--- src/rtl/wake_pkg.sv ---
package wake_pkg;

  typedef enum logic [1:0] {
    EDGE_RISE = 2'd0,
    EDGE_FALL = 2'd1,
    EDGE_BOTH = 2'd2
  } edge_mode_e;

  // fixed source slots, GPIOs follow
  localparam int SRC_RI1    = 0;
  localparam int SRC_RI2    = 1;
  localparam int SRC_KBD    = 2;
  localparam int SRC_MSE    = 3;
  localparam int SRC_TACH   = 4;
  localparam int SRC_DEV    = 5;
  localparam int FIXED_SRCS = 6;

  localparam int REG_AW = 3;
  localparam int REG_DW = 16;

  localparam logic [REG_AW-1:0] ADDR_STS  = 3'd0;
  localparam logic [REG_AW-1:0] ADDR_EN   = 3'd1;
  localparam logic [REG_AW-1:0] ADDR_CTRL = 3'd2;
  localparam logic [REG_AW-1:0] ADDR_PIN  = 3'd3;
  localparam logic [REG_AW-1:0] ADDR_GPIO = 3'd4;

  localparam int CTRL_GEN_BIT = 0;
  localparam int CTRL_SUM_BIT = 8;
  localparam int PIN_POL_BIT  = 2;
  localparam int PIN_DRV_BIT  = 7;
  localparam int GPIO_BOTH_LSB = 8;

  // detect the selected transition between two consecutive samples
  function automatic logic edge_hit(edge_mode_e mode, logic cur, logic prev);
    logic rise, fall;
    rise = cur & ~prev;
    fall = ~cur & prev;
    case (mode)
      EDGE_RISE: edge_hit = rise;
      EDGE_FALL: edge_hit = fall;
      EDGE_BOTH: edge_hit = rise | fall;
      default:   edge_hit = 1'b0;
    endcase
  endfunction

  // edge mode for a GPIO slot from its two configuration bits
  function automatic edge_mode_e gpio_mode(logic fall_sel, logic both_sel);
    if (both_sel)      gpio_mode = EDGE_BOTH;
    else if (fall_sel) gpio_mode = EDGE_FALL;
    else               gpio_mode = EDGE_RISE;
  endfunction

  // pin model: returns {oe, data}
  function automatic logic [1:0] pin_drive(logic act, logic pol_high, logic push_pull);
    logic oe, dat;
    if (push_pull) begin
      oe  = 1'b1;
      dat = pol_high ? act : ~act;
    end else begin
      oe  = act;
      dat = pol_high;
    end
    pin_drive = {oe, dat};
  endfunction

endpackage

--- src/rtl/wake_edge_det.sv ---
module wake_edge_det
  import wake_pkg::*;
#(
  parameter int SYNC_STAGES = 2
) (
  input  logic       clk,
  input  logic       rst_n,
  input  logic       din,
  input  edge_mode_e mode,
  output logic       hit
);
  localparam int CHAIN_W = SYNC_STAGES + 1;

  logic [CHAIN_W-1:0] chain_q;

  always_ff @(posedge clk) begin
    if (!rst_n) chain_q <= '0;
    else        chain_q <= {chain_q[CHAIN_W-2:0], din};
  end

  assign hit = edge_hit(mode, chain_q[SYNC_STAGES-1], chain_q[SYNC_STAGES]);

endmodule

--- src/rtl/wake_status_bank.sv ---
module wake_status_bank #(
  parameter int NSRC = 10
) (
  input  logic            clk,
  input  logic            rst_n,
  input  logic [NSRC-1:0] set_evt,
  input  logic [NSRC-1:0] clr_mask,
  output logic [NSRC-1:0] sts_q
);
  // a new edge beats a clear in the same cycle
  always_ff @(posedge clk) begin
    if (!rst_n) sts_q <= '0;
    else        sts_q <= (sts_q & ~clr_mask) | set_evt;
  end

endmodule

--- src/rtl/wake_reg_file.sv ---
module wake_reg_file
  import wake_pkg::*;
#(
  parameter int NSRC  = 10,
  parameter int NGPIO = 4
) (
  input  logic              clk,
  input  logic              rst_n,
  input  logic              reg_we,
  input  logic [REG_AW-1:0] reg_addr,
  input  logic [REG_DW-1:0] reg_wdata,
  output logic [REG_DW-1:0] reg_rdata,
  input  logic [NSRC-1:0]   sts_q,
  input  logic              summary,
  output logic [NSRC-1:0]   clr_mask,
  output logic [NSRC-1:0]   en_q,
  output logic              gen_q,
  output logic              pol_q,
  output logic              pp_q,
  output logic [NGPIO-1:0]  gpio_fall_q,
  output logic [NGPIO-1:0]  gpio_both_q
);
  logic wr_sts, wr_en, wr_ctrl, wr_pin, wr_gpio;

  assign wr_sts  = reg_we && (reg_addr == ADDR_STS);
  assign wr_en   = reg_we && (reg_addr == ADDR_EN);
  assign wr_ctrl = reg_we && (reg_addr == ADDR_CTRL);
  assign wr_pin  = reg_we && (reg_addr == ADDR_PIN);
  assign wr_gpio = reg_we && (reg_addr == ADDR_GPIO);

  assign clr_mask = wr_sts ? reg_wdata[NSRC-1:0] : '0;

  always_ff @(posedge clk) begin
    if (!rst_n) begin
      en_q        <= '0;
      gen_q       <= 1'b0;
      pol_q       <= 1'b0;
      pp_q        <= 1'b0;
      gpio_fall_q <= '0;
      gpio_both_q <= '0;
    end else begin
      if (wr_en)   en_q  <= reg_wdata[NSRC-1:0];
      if (wr_ctrl) gen_q <= reg_wdata[CTRL_GEN_BIT];
      if (wr_pin) begin
        pol_q <= reg_wdata[PIN_POL_BIT];
        pp_q  <= reg_wdata[PIN_DRV_BIT];
      end
      if (wr_gpio) begin
        gpio_fall_q <= reg_wdata[NGPIO-1:0];
        gpio_both_q <= reg_wdata[GPIO_BOTH_LSB +: NGPIO];
      end
    end
  end

  always_comb begin
    reg_rdata = '0;
    case (reg_addr)
      ADDR_STS:  reg_rdata[NSRC-1:0] = sts_q;
      ADDR_EN:   reg_rdata[NSRC-1:0] = en_q;
      ADDR_CTRL: begin
        reg_rdata[CTRL_GEN_BIT] = gen_q;
        reg_rdata[CTRL_SUM_BIT] = summary;
      end
      ADDR_PIN: begin
        reg_rdata[PIN_POL_BIT] = pol_q;
        reg_rdata[PIN_DRV_BIT] = pp_q;
      end
      ADDR_GPIO: begin
        reg_rdata[NGPIO-1:0]             = gpio_fall_q;
        reg_rdata[GPIO_BOTH_LSB +: NGPIO] = gpio_both_q;
      end
      default: reg_rdata = '0;
    endcase
  end

endmodule

--- src/rtl/wake_pin_drive.sv ---
module wake_pin_drive
  import wake_pkg::*;
#(
  parameter int NSRC = 10
) (
  input  logic [NSRC-1:0] sts_q,
  input  logic [NSRC-1:0] en_q,
  input  logic            gen_q,
  input  logic            pol_q,
  input  logic            pp_q,
  output logic            summary,
  output logic            wake_assert,
  output logic            wake_o,
  output logic            wake_oe
);
  logic [1:0] drv;

  assign summary     = |(sts_q & en_q);
  assign wake_assert = gen_q & summary;
  assign drv         = pin_drive(wake_assert, pol_q, pp_q);
  assign wake_oe     = drv[1];
  assign wake_o      = drv[0];

endmodule

--- src/rtl/wake_evt_ctrl.sv ---
module wake_evt_ctrl
  import wake_pkg::*;
#(
  parameter int NGPIO       = 4,
  parameter int SYNC_STAGES = 2
) (
  input  logic              clk,
  input  logic              rst_n,
  input  logic              ri1_n,
  input  logic              ri2_n,
  input  logic              kbd_data,
  input  logic              mouse_data,
  input  logic [NGPIO-1:0]  gpio_in,
  input  logic              tach_evt,
  input  logic              devint,
  input  logic              reg_we,
  input  logic [REG_AW-1:0] reg_addr,
  input  logic [REG_DW-1:0] reg_wdata,
  output logic [REG_DW-1:0] reg_rdata,
  output logic              wake_o,
  output logic              wake_oe
);
  localparam int NSRC = FIXED_SRCS + NGPIO;

  logic [NSRC-1:0]  src_raw;
  logic [NSRC-1:0]  set_evt;
  logic [NSRC-1:0]  clr_mask;
  logic [NSRC-1:0]  sts_q;
  logic [NSRC-1:0]  en_q;
  logic             gen_q, pol_q, pp_q;
  logic             summary, wake_assert;
  logic [NGPIO-1:0] gpio_fall_q, gpio_both_q;
  edge_mode_e       mode_v [NSRC];

  assign src_raw[SRC_RI1]  = ri1_n;
  assign src_raw[SRC_RI2]  = ri2_n;
  assign src_raw[SRC_KBD]  = kbd_data;
  assign src_raw[SRC_MSE]  = mouse_data;
  assign src_raw[SRC_TACH] = tach_evt;
  assign src_raw[SRC_DEV]  = devint;
  assign src_raw[NSRC-1:FIXED_SRCS] = gpio_in;

  assign mode_v[SRC_RI1]  = EDGE_FALL;
  assign mode_v[SRC_RI2]  = EDGE_FALL;
  assign mode_v[SRC_KBD]  = EDGE_FALL;
  assign mode_v[SRC_MSE]  = EDGE_FALL;
  assign mode_v[SRC_TACH] = EDGE_RISE;
  assign mode_v[SRC_DEV]  = EDGE_RISE;

  for (genvar g = 0; g < NGPIO; g++) begin : g_gpio_mode
    assign mode_v[FIXED_SRCS+g] = gpio_mode(gpio_fall_q[g], gpio_both_q[g]);
  end

  for (genvar s = 0; s < NSRC; s++) begin : g_src
    wake_edge_det #(.SYNC_STAGES(SYNC_STAGES)) u_edge (
      .clk  (clk),
      .rst_n(rst_n),
      .din  (src_raw[s]),
      .mode (mode_v[s]),
      .hit  (set_evt[s])
    );
  end

  wake_status_bank #(.NSRC(NSRC)) u_sts (
    .clk     (clk),
    .rst_n   (rst_n),
    .set_evt (set_evt),
    .clr_mask(clr_mask),
    .sts_q   (sts_q)
  );

  wake_reg_file #(.NSRC(NSRC), .NGPIO(NGPIO)) u_regs (
    .clk        (clk),
    .rst_n      (rst_n),
    .reg_we     (reg_we),
    .reg_addr   (reg_addr),
    .reg_wdata  (reg_wdata),
    .reg_rdata  (reg_rdata),
    .sts_q      (sts_q),
    .summary    (summary),
    .clr_mask   (clr_mask),
    .en_q       (en_q),
    .gen_q      (gen_q),
    .pol_q      (pol_q),
    .pp_q       (pp_q),
    .gpio_fall_q(gpio_fall_q),
    .gpio_both_q(gpio_both_q)
  );

  wake_pin_drive #(.NSRC(NSRC)) u_pin (
    .sts_q      (sts_q),
    .en_q       (en_q),
    .gen_q      (gen_q),
    .pol_q      (pol_q),
    .pp_q       (pp_q),
    .summary    (summary),
    .wake_assert(wake_assert),
    .wake_o     (wake_o),
    .wake_oe    (wake_oe)
  );

endmodule

--- config.mk ---
export PLATFORM = sky130hd
export DESIGN_NAME = wake_evt_ctrl
export DESIGN_NICKNAME = d
export VERILOG_FILES = /design/src/rtl/wake_pkg.sv /design/src/rtl/wake_edge_det.sv /design/src/rtl/wake_status_bank.sv /design/src/rtl/wake_reg_file.sv /design/src/rtl/wake_pin_drive.sv /design/src/rtl/wake_evt_ctrl.sv
export SDC_FILE = /design/constraint.sdc
export NUM_CORES = 1
export LEC_CHECK = 0
export ABC_CLOCK_PERIOD_IN_PS = 1600
export BUFFER_PORTS_ARGS = -buffer_cell sky130_fd_sc_hd__buf_4
export CAP_MARGIN = 20
export CORE_UTILIZATION = 55
export DETAILED_ROUTE_END_ITERATION = 10
export GPL_ROUTABILITY_DRIVEN = 0
export PLACE_DENSITY = 0.79
export SYNTH_ARGS = -nofsm -noshare
export SYNTH_HDL_FRONTEND = slang
export SYNTH_SLANG_ARGS = --single-unit
--- constraint.sdc ---
create_clock -name clk -period 1.6 [get_ports clk]
set_input_delay 0.08 -clock clk [delete_from_list [all_inputs] [get_ports clk]]
set_output_delay 0.08 -clock clk [all_outputs]
set_load 0.05 [all_outputs]
==> impl_results.md, run 1 <==
* Clock Sinks at 61
* Number of distinct library cells after synthesis at 32
* Layout Skew at about 0.0047 ns
* Worst hold slack at 0.0122 ns
* VDD IR max at roughly 0.00084 V
* Count of vias placed by the detailed router at 2074
* IO buf count at 41
* Post-Syn Area at approximately 2700 sq um
* Average wire per cell in the routed design at 12.4 um
* Number of antenna repair diodes at 0
* First-pass GRT wire length at 8580 um
* Remaining design rule violation count at 0
* Minimum clock period at 1.80 ns
* ANT nets after route at 0
* Least setup slack across all paths after layout at -0.201 ns
* Layout cells sized above 1 at 0.221
* Area of the core at between 4000 and 5000 sq um
* Category of the worst setup path launch point: register
* Post-DP HPWL at roughly 3400 um
* I/O Pins at 50
* Vias in the first global route at a little under 2000
* Routed wire length on met3 at 129 um
* Data arrival at the endpoint of the critical path at approximately 1.7 ns
* Number of endpoints with negative hold slack in the final report at 0
* Area overhead of the layout relative to synthesis at 28.3%
* Chip height at approximately 70 um
* Violation count after the first detailed-routing iteration at 130
* Max Transition Viols Final at 0
* Final count of negative-setup-slack endpoints at 3
* Clock tree from TritonCTS: built
* Met2 wirelength from detailed routing at roughly 2400 um
* Largest net degree at the start of global routing at just over 60
* CTS buffer count at 9
* CP Data Required Time at ~1.5 ns
* Critical Path Sink Type: primary output
* Total Power Consumption at approximately 0.0036 W
* Sum of negative setup slack at -0.398 ns
* Max Root-Sink Buffers at 2
* Most frequent standard cell in the layout excluding fill and tap cells: sky130_fd_sc_hd__dfxtp_1
* Total congestion overflow at 0
* Final-layout fill cell count at between 300 and 400
* Area of the die at slightly above 5000 sq um
* Utilization after layout at 0.732
* WL met1 at 2430 um
* Number of core rows at 25
* Final cycle utilization of the critical path at 1.13
* Pre-CTS setup slack at roughly 0.049 ns
* Reg clk slew, reported paths at about 0.07 ns
* Static leakage power at ~1.5 nW
* RSZ-0062 raised after global routing: true
* Clock latency reported for the late side of the worst-skew pair at between 0.3 and 0.4 ns
* Post-Synthesis Cells at ~280
* Die X-Extent at just over 70 um
* Max-Cap Viols at 0
* Root buffer selected by CTS: sky130_fd_sc_hd__clkbuf_8
* Initial antenna violation count at 0
* Count of H-tree levels built during CTS at 3
* Path category of the worst min-delay check: in2reg
* Post-layout nets at 379
* Worst-path maximum fanout at 2
* Total global-route track usage at 0.219
* Yosys synthesis warning count at 0
* Violations in the final reports: negative setup slack
* Total Routed Length at 5090 um
* PwrDens at about 1000 nW/um^2
* Highest achievable clock rate at ~560 MHz
* Post-synthesis sequential element count at a little over 60
* Sequential fraction of the synthesis area at 0.454
* Commonest cells after routing, fill and taps aside: 58 x sky130_fd_sc_hd__dfxtp_1, 43 x sky130_fd_sc_hd__buf_4, 30 x sky130_fd_sc_hd__and2_1, 22 x sky130_fd_sc_hd__nor2b_1
* Initial standard-cell utilization of the core at 0.570
* Average size of a mapped cell at 9.55 sq um
* Detailed-router iteration count before antenna repair at 4
* Path type of the worst setup path: reg2out
* Vias per std cell at a little over 5
* Status: finished, violations left
* Highest Signal Layer: met4
-- critical path, stage by stage, from the launching register on --
cell and delay, ns:
sky130_fd_sc_hd__dfxtp_2 0.33, sky130_fd_sc_hd__a22oi_2 0.21, sky130_fd_sc_hd__nand3_2 0.11, sky130_fd_sc_hd__or4_1 0.48, sky130_fd_sc_hd__nand4_1 0.10, sky130_fd_sc_hd__buf_6 0.16
-- cell families after synthesis --
logic type | share of synthesized area
fa+ha+maj | 0.0372
flops | 0.454
other cells | 0.00139
simple gates | 0.232
mux | 0.0781
buf+inv | 0.0553
compound gates | 0.142
-- registers in the layout, summed over array words and instances (netlist names) --
signal	cells
g_src.u_edge.chain_q	30
u_regs.en_q	10
u_regs.gen_q	1
u_regs.gpio_both_q	4
u_regs.gpio_fall_q	4
u_regs.pol_q	1
u_regs.pp_q	1
u_sts.sts_q	10
-- layer usage --
metal  track usage  vias up
li1              -     1054
met5             0        -
met2         0.358       44
met3        0.0333       14
met4         0.142        0
met1         0.270      962
-- metrics by stage --
stage / instance area (sq um) / std cells
finish: 3460 / 411
global route: 3460 / 411
CTS: 3430 / 410
detailed placement: 3010 / 378
global placement: 3010 / 378
floorplan: 2700 / 285
-- synth_stat cells (all sizes together) --
master | count | area [sq um]
or3 | 1 | 6.26
nand2b | 3 | 33.8
nor2b | 22 | 138
nor3 | 6 | 52.6
a22oi | 5 | 37.5
conb | 1 | 3.75
inv | 10 | 37.5
nand2 | 21 | 78.8
a21boi | 20 | 150
buf | 11 | 85.1
nor2 | 13 | 65.1
or4 | 1 | 7.51
and2 | 30 | 188
a21oi | 10 | 50.1
ha | 8 | 100
nor3b | 2 | 15.0
mux2i | 21 | 210
o21ai | 4 | 20.0
dfxtp | 61 | 1220
a31oi | 2 | 12.5
o211ai | 1 | 7.51
nand3 | 7 | 35.0
o21a | 10 | 75.1
clkbuf | 7 | 26.3
a211oi | 4 | 30.0
nand4 | 1 | 6.26
-- final cells by class --
type | instances | area (sq um) | share of cell area
tap | 67 | 83.8 | 0.0243
sequential | 61 | 1220 | 0.354
clock buffer | 13 | 179 | 0.0518
multi-input combinational | 196 | 1360 | 0.393
inverter | 10 | 37.5 | 0.0109
clock inverter | 3 | 65.1 | 0.0188
timing repair buffer | 61 | 508 | 0.147
-- power by group --
group | leakage [nW] | internal, W | switching [W]
combinational | 0.832 | 0.000162 | 0.000173
clock | 0.126 | 0.00104 | 0.000574
sequential | 0.500 | 0.00157 | 0.0000322
-- final timing paths --
path                                                 start                          to  slack [ns]  cells after the start
worst max-delay path                        u_sts.sts_q[2]                      wake_o       -0.20                      5
worst min-delay path                          reg_wdata[4]              u_regs.en_q[4]        0.01                      3
worst max register to register  g_src[6].u_edge.chain_q[2]              u_sts.sts_q[6]        0.33                      6
worst min register to register  g_src[3].u_edge.chain_q[0]  g_src[3].u_edge.chain_q[1]        0.43                      1
-- what timing repair did --
action,4_1_cts,5_1_grt
setup buffers,3,1
hold endpoints to repair,14,0
hold buffers,14,0
pin swaps,4,0
resized for setup,8,5
setup endpoints to repair,3,3
gates cloned,0,0
No activity file was read; power rests on OpenSTA's default activity.
==> run 2, diff against run 1 <==
--- a/config.mk
+++ b/config.mk
@@ -5,7 +5,7 @@
 export SDC_FILE = /design/constraint.sdc
 export NUM_CORES = 1
 export LEC_CHECK = 0
-export ABC_CLOCK_PERIOD_IN_PS = 1600
+export ABC_CLOCK_PERIOD_IN_PS = 1800
 export BUFFER_PORTS_ARGS = -buffer_cell sky130_fd_sc_hd__buf_4
 export CAP_MARGIN = 20
 export CORE_UTILIZATION = 55
==> constraint.sdc (replaced) <==
create_clock -name clk -period 1.8 [get_ports clk]
set_input_delay 0 -clock clk [delete_from_list [all_inputs] [get_ports clk]]
set_output_delay 0 -clock clk [all_outputs]
set_load 0.05 [all_outputs]
==> run 2 against run 1 <==
  * The flow now finishes without violations
  * Wire length grew 2.6%
  * Worst setup slack better by 0.27 ns
  * Cell area hardly changed
  * First-iteration DRC count grew 38%
  * Global-route usage is 0.61 points higher
  * Flip-flop and latch count did not move
  * Worst hold slack better by 0.069 ns
  * Non-clock buffer count increased by 3
  * Die area is the same
  * Sequential power decreased by 11%
  * Critical path depth unchanged
  * Critical path type unchanged
  * Largest cell class unchanged
==> impl_results.md, run 2 (synthesis results as in run 1) <==
* Registers with the most flip-flops: g_src.u_edge.chain_q x30, u_regs.en_q x10, u_sts.sts_q x10 (unchanged)
* Max incr delay on CP at 0.47 ns (was 0.48 ns)
* Slowest cell on the critical path: sky130_fd_sc_hd__or4_1 (unchanged)
* IO buf count at 41 (unchanged)
* Clock Sinks at 61 (unchanged)
* Largest net degree at the start of global routing at 62 (unchanged)
* Post-DP HPWL at 3310 um (was 3380 um)
* CTS buffer count at 9 (unchanged)
* Largest register FFs at 30 (unchanged)
* Number of endpoints with negative hold slack in the final report at 0 (unchanged)
* Layout cells sized above 1 at 0.193 (was 0.221)
* Max-Cap Viols at 0 (unchanged)
* Least setup slack across all paths after layout at 0.0719 ns (was -0.201 ns)
* Worst hold slack at 0.0810 ns (was 0.0122 ns)
* Worst-path maximum fanout at 3 (was 2)
* Utilization after layout at 0.732 (about the same)
* Pre-CTS setup slack at 0.313 ns (was 0.0488 ns)
* Clock tree from TritonCTS: built (unchanged)
* Final cycle utilization of the critical path at 0.960
* Area overhead of the layout relative to synthesis at 28.4% (was 28.3%)
* Commonest cells after routing, fill and taps aside: 59 x sky130_fd_sc_hd__dfxtp_1, 41 x sky130_fd_sc_hd__buf_4, 30 x sky130_fd_sc_hd__and2_1, 22 x sky130_fd_sc_hd__nor2b_1, 22 x sky130_fd_sc_hd__dlygate4sd3_1 (was 58 x sky130_fd_sc_hd__dfxtp_1, 43 x sky130_fd_sc_hd__buf_4, 30 x sky130_fd_sc_hd__and2_1, 22 x sky130_fd_sc_hd__nor2b_1)
* Most frequent standard cell in the layout excluding fill and tap cells: sky130_fd_sc_hd__dfxtp_1 (unchanged)
* Crit path buffers/inverters at 1 (unchanged)
* Detailed-router iteration count before antenna repair at 4 (unchanged)
* First-pass GRT wire length at 8680 um (was 8580 um)
* Number of antenna repair diodes at 0 (unchanged)
* Fin cells at 414 (was 411)
* Count of H-tree levels built during CTS at 3 (unchanged)
* Area of the die at 5180 sq um (unchanged)
* Post-Place Cells at 375 (was 378)
* Initial antenna violation count at 0 (unchanged)
* Number of core rows at 25 (unchanged)
* Initial standard-cell utilization of the core at 0.570 (unchanged)
* Final count of negative-setup-slack endpoints at 0 (was 3)
* Max Transition Viols Final at 0 (unchanged)
* Violation count after the first detailed-routing iteration at 179 (was 130)
* Area of the core at 4720 sq um (unchanged)
* Path category of the worst min-delay check: in2reg (unchanged)
* PwrDens at 893 nW/um^2 (was 1030 nW/um^2)
* RSZ-0062 raised after global routing: true (unchanged)
* Average wire per cell in the routed design at 12.6 um (was 12.4 um)
* CP Data Required Time at 1.80 ns (was 1.52 ns)
* Vias in the first global route at 1941 (was 1989)
* Chip height at 72.0 um (unchanged)
* Static leakage power at 1.45 nW (was 1.46 nW)
* Highest achievable clock rate at 579 MHz
* Post-layout nets at 382 (was 379)
* Reg clk slew, reported paths at 0.07 ns (about the same)
* Vias per std cell at 4.95 (was 5.05)
* Total congestion overflow at 0 (unchanged)
* Total global-route track usage at 0.225 (was 0.219)
* Max Root-Sink Buffers at 2 (unchanged)
* VDD IR max at 0.000601 V (was 0.000839 V)
* Ordered list of cells on the worst path: a22oi_2, nand3_2, or4_1, nand4_1, buf_6 (unchanged)
* Layout Skew at 0.00709 ns (was 0.00471 ns)
* Category of the worst setup path launch point: register (unchanged)
* Clock latency reported for the late side of the worst-skew pair at 0.33 ns (about the same)
* ANT nets after route at 0 (unchanged)
* Minimum clock period at about 1.7 ns
* Root buffer selected by CTS: sky130_fd_sc_hd__clkbuf_8 (unchanged)
* Status: finished, final reports clean (was finished, violations left)
* Die X-Extent at 72.0 um (unchanged)
* Count of vias placed by the detailed router at 2049 (was 2074)
* Top cell family by delay on the critical path: simple AND/OR/NAND/NOR gates (unchanged)
* Path type of the worst setup path: reg2out (unchanged)
* Total Routed Length at 5220 um (was 5090 um)
* Largest register by flop count: g_src.u_edge.chain_q (unchanged)
* Critical Path Sink Type: primary output (unchanged)
* Data arrival at the endpoint of the critical path at 1.73 ns (was 1.72 ns)
* I/O Pins at 50 (unchanged)
* Worst setup slack for register-to-register paths at 0.57 ns (was 0.33 ns)
* Remaining design rule violation count at 0 (unchanged)
## run 2: changes by cell type in the layout (fill, tap and decap cells not counted), moves of 2 or more
cell / before / now
sky130_fd_sc_hd__buf_6: 4 / 1
sky130_fd_sc_hd__o21ai_0: 0 / 4
sky130_fd_sc_hd__dlygate4sd3_1: 14 / 22
sky130_fd_sc_hd__o21ai_1: 3 / 0
sky130_fd_sc_hd__clkbuf_8: 13 / 11
sky130_fd_sc_hd__buf_4: 43 / 41
## run 2: final cells by class
cell class,instances,area (sq um)
well taps,67,83.8
multi-input cells,196,1350
inverters,10,37.5
repair buffers,64,539
flip-flops and latches,61,1220
fillers,337,1260
clock buffers,12,155
clock inverters,4,70.1
## run 2: layer usage
| metal | up-vias | share of wire | track usage |
|---|---|---|---|
| met1 | 918 | 0.46 | 0.274 |
| met5 | - | 0 | 0 |
| li1 | 1062 | - | - |
| met2 | 59 | 0.48 | 0.369 |
| met3 | 10 | 0.047 | 0.0472 |
| met4 | 0 | 0.020 | 0.133 |
## run 2: per-stage QoR
step                      area (sq um)  setup TNS (ns)  power [W]
after floorplan                   2700               0    0.00164
after global placement            2980               0    0.00171
after detailed placement          2980               0    0.00172
after CTS                         3450               0    0.00310
after global routing              3460         -0.0142    0.00320
final                             3460               0    0.00309
## run 2: repair_timing
item	CTS	global route
setup endpoints to repair	1	2
endpoints found under the hold margin	31	0
hold buffers	22	0
buffers inserted	1	0
pin swaps	1	3
resized for setup	2	4
## run 2: tightest hold or removal path, stage by stage
cell	delay, ns
sky130_fd_sc_hd__buf_4	0.13
sky130_fd_sc_hd__nand3_1	0.09
sky130_fd_sc_hd__mux2i_1	0.07
sky130_fd_sc_hd__nor2b_1	0.09
## run 2: path summary, 6_finish.rpt
check,depth (start not counted),startpoint,end
max,5,u_regs.en_q[5],wake_o
max reg2reg,6,g_src[6].u_edge.chain_q[2],u_sts.sts_q[6]
min reg2reg,1,g_src[1].u_edge.chain_q[0],g_src[1].u_edge.chain_q[1]
min,4,reg_we,u_regs.gen_q
## run 2: where the power goes
| group | internal [W] | switching (W) | total (W) |
|---|---|---|---|
| Combinational | 0.000148 | 0.000154 | 0.000303 |
| Clock | 0.000851 | 0.000506 | 0.00136 |
| Sequential | 0.00140 | 0.0000287 | 0.00143 |
==> run 3, diff against run 2 <==
--- a/config.mk
+++ b/config.mk
@@ -11,6 +11,7 @@
 export CORE_UTILIZATION = 55
 export DETAILED_ROUTE_END_ITERATION = 10
 export GPL_ROUTABILITY_DRIVEN = 0
+export GPL_TIMING_DRIVEN = 0
 export PLACE_DENSITY = 0.79
 export SYNTH_ARGS = -nofsm -noshare
 export SYNTH_HDL_FRONTEND = slang
==> run 3 against run 2 <==
  * Wire length is 7.6% higher
  * Worst hold slack worse by 0.00071 ns
  * Total power is 7.6% lower
  * Clock skew is 0.0014 ns higher
  * Final cell count is 3.9% higher
  * Worst setup slack worse by 0.0091 ns
  * Fmax is 0.52% lower
  * Flip-flop and latch count stayed put
  * Combinational power is 7.3% higher
  * Sequential power hardly changed
  * Sequential share of layout area is 0.54 points lower
  * Critical endpoint unchanged
  * Register-to-register slack worse by 0.02 ns
==> impl_results.md, run 3 (synthesis results as in run 1) <==
* Status: finished, final reports clean (unchanged)
* Worst-path maximum fanout at 3 (unchanged)
* Worst hold slack at 0.0803 ns (was 0.0810 ns)
* Max_slew headroom at 0.659
* Met2 wirelength from detailed routing at 2850 um (was 2490 um)
* Vias in the first global route at 2038 (was 1941)
* Number of endpoints with negative hold slack in the final report at 0 (unchanged)
* Commonest cells after routing, fill and taps aside: 60 x sky130_fd_sc_hd__dfxtp_1, 45 x sky130_fd_sc_hd__buf_4, 30 x sky130_fd_sc_hd__and2_1, 23 x sky130_fd_sc_hd__dlygate4sd3_1, 22 x sky130_fd_sc_hd__nor2b_1 (was 59 x sky130_fd_sc_hd__dfxtp_1, 41 x sky130_fd_sc_hd__buf_4, 30 x sky130_fd_sc_hd__and2_1, 22 x sky130_fd_sc_hd__nor2b_1, 22 x sky130_fd_sc_hd__dlygate4sd3_1)
* Registers with the most flip-flops: g_src.u_edge.chain_q x30, u_regs.en_q x10, u_sts.sts_q x10 (unchanged)
* Average wire per cell in the routed design at 13.1 um (was 12.6 um)
* Highest achievable clock rate at 576 MHz (was 579 MHz)
* Clock latency reported for the late side of the worst-skew pair at 0.33 ns (about the same)
* VDD IR max at 0.000741 V (was 0.000601 V)
* Measured slew at the worst slew-check pin at 0.511 ns
* Critical Path Sink Type: primary output (unchanged)
* Number of core rows at 25 (unchanged)
* Pre-CTS setup slack at 0.293 ns (was 0.313 ns)
* Count of vias placed by the detailed router at 2126 (was 2049)
* Final count of negative-setup-slack endpoints at 0 (unchanged)
* Ordered list of cells on the worst path: a22oi_1, nand3_2, or4_1, nand4_1, buf_6 (was a22oi_2, nand3_2, or4_1, nand4_1, buf_6)
* ANT nets after route at 0 (unchanged)
* Vias per std cell at 4.94 (was 4.95)
* Total congestion overflow at 0 (unchanged)
* Clock tree from TritonCTS: built (unchanged)
* WL met1 at 2550 um (was 2380 um)
* Minimum clock period at 1.74 ns (was 1.73 ns)
* Largest register FFs at 30 (unchanged)
* Total Power Consumption at 0.00285 W (was 0.00309 W)
* Area overhead of the layout relative to synthesis at 30.3% (was 28.4%)
* Path type of the worst setup path: reg2out (unchanged)
* Post-Place Cells at 390 (was 375)
* Root buffer selected by CTS: sky130_fd_sc_hd__clkbuf_8 (unchanged)
* Chip height at 72.0 um (unchanged)
* CTS buffer count at 9 (unchanged)
* Highest Signal Layer: met4 (unchanged)
* Initial standard-cell utilization of the core at 0.570 (unchanged)
* Area of the core at 4720 sq um (unchanged)
* Total Routed Length at 5620 um (was 5220 um)
* Most frequent standard cell in the layout excluding fill and tap cells: sky130_fd_sc_hd__dfxtp_1 (unchanged)
* Clock Sinks at 61 (unchanged)
* Initial antenna violation count at 0 (unchanged)
* Reg clk slew, reported paths at 0.07 ns (about the same)
* Layout cells sized above 1 at 0.204 (was 0.193)
* Largest net degree at the start of global routing at 11 (was 62)
* Category of the worst setup path launch point: register (unchanged)
* I/O Pins at 50 (unchanged)
* PwrDens at 813 nW/um^2 (was 893 nW/um^2)
* Number of antenna repair diodes at 0 (unchanged)
* First-pass GRT wire length at 9200 um (was 8680 um)
* Slowest cell on the critical path: sky130_fd_sc_hd__or4_1 (unchanged)
* Max-Cap Viols at 0 (unchanged)
* Least setup slack across all paths after layout at 0.0627 ns (was 0.0719 ns)
* CP Data Required Time at 1.80 ns (about the same)
* Sum of negative setup slack at 0 ns (unchanged)
* Max Root-Sink Buffers at 2 (unchanged)
* Largest register by flop count: g_src.u_edge.chain_q (unchanged)
* IO buf count at 38 (was 41)
* Remaining design rule violation count at 0 (unchanged)
* Final cycle utilization of the critical path at 0.965 (was 0.960)
* Routed wire length on met3 at 172 um (was 246 um)
* Area of the die at 5180 sq um (unchanged)
* Max incr delay on CP at 0.47 ns (about the same)
* Detailed-router iteration count before antenna repair at 4 (unchanged)
* Static leakage power at 1.48 nW (was 1.45 nW)
* Path category of the worst min-delay check: in2reg (unchanged)
* RSZ-0062 raised after global routing: false (was true)
* Die X-Extent at 72.0 um (unchanged)
* Fin cells at 430 (was 414)
* Max Transition Viols Final at 0 (unchanged)
* Post-DP HPWL at 3780 um (was 3310 um)
* Layout Skew at 0.00853 ns (was 0.00709 ns)
* Post-layout nets at 398 (was 382)
* Data arrival at the endpoint of the critical path at 1.74 ns (was 1.73 ns)
* Total global-route track usage at 0.238 (was 0.225)
* Count of H-tree levels built during CTS at 3 (unchanged)
* Violation count after the first detailed-routing iteration at 86 (was 179)
run 3: cell count changes in the layout (fill, tap and decap cells not counted):
cell                            previous run  this run
sky130_fd_sc_hd__buf_2                     0         2
sky130_fd_sc_hd__buf_4                    41        45
sky130_fd_sc_hd__buf_6                     1         3
sky130_fd_sc_hd__bufinv_16                 2         0
sky130_fd_sc_hd__clkbuf_1                  1         8
sky130_fd_sc_hd__clkinv_2                  2         3
sky130_fd_sc_hd__clkinvlp_4                0         1
sky130_fd_sc_hd__dfxtp_1                  59        60
sky130_fd_sc_hd__dfxtp_2                   2         1
sky130_fd_sc_hd__dlygate4sd3_1            22        23
run 3: repair_timing:
action / CTS / global route
resized for setup: 1 / 4
setup endpoints to repair: 1 / 1
hold buffers: 23 / 0
hold endpoints to repair: 31 / 0
setup buffers: 1 / 0
pin swaps: 1 / 2
run 3: metal layers:
metal,global-route usage,vias up
met4,0.105,0
met5,0,-
met1,0.283,973
li1,-,1100
met2,0.415,47
met3,0.0500,6
run 3: worst paths after layout:
kind	end	depth (start not counted)	slack [ns]	startpoint
worst max register to register	u_sts.sts_q[6]	6	0.55	g_src[6].u_edge.chain_q[2]
worst max-delay path	wake_o	5	0.06	u_regs.en_q[3]
worst min-delay path	u_regs.gen_q	4	0.08	reg_addr[1]
worst min register to register	g_src[5].u_edge.chain_q[1]	1	0.43	g_src[5].u_edge.chain_q[0]
run 3: critical path, delay by kind of cell, from the launching register on:
| kind | cells | cell delay (ns) |
|---|---|---|
| compound gates | 1 | 0.22 |
| flops | 1 | 0.33 |
| buf+inv | 1 | 0.16 |
| simple gates | 3 | 0.69 |
run 3: area by class of cell:
type | count | area, sq um
plain buffers | 18 | 111
flip-flops and latches | 61 | 1220
inverters | 10 | 37.5
multi-input cells | 196 | 1350
clock buffers | 12 | 155
clock inverters | 4 | 22.5
repair buffers | 62 | 527
well taps | 67 | 83.8
fillers | 363 | 1210
run 3: through the flow:
step                instance area, sq um  utilization
floorplan                           2700            -
global placement                    3070        0.651
detailed placement                  3070        0.651
CTS                                 3490        0.739
global route                        3510        0.743
finish                              3510        0.743
run 3: power breakdown:
part / internal [W] / switching [W] / total, W
clock network: 0.000568 / 0.000533 / 0.00110
registers: 0.00140 / 0.0000296 / 0.00143
logic: 0.000164 / 0.000161 / 0.000325
total: 0.00213 / 0.000724 / 0.00285
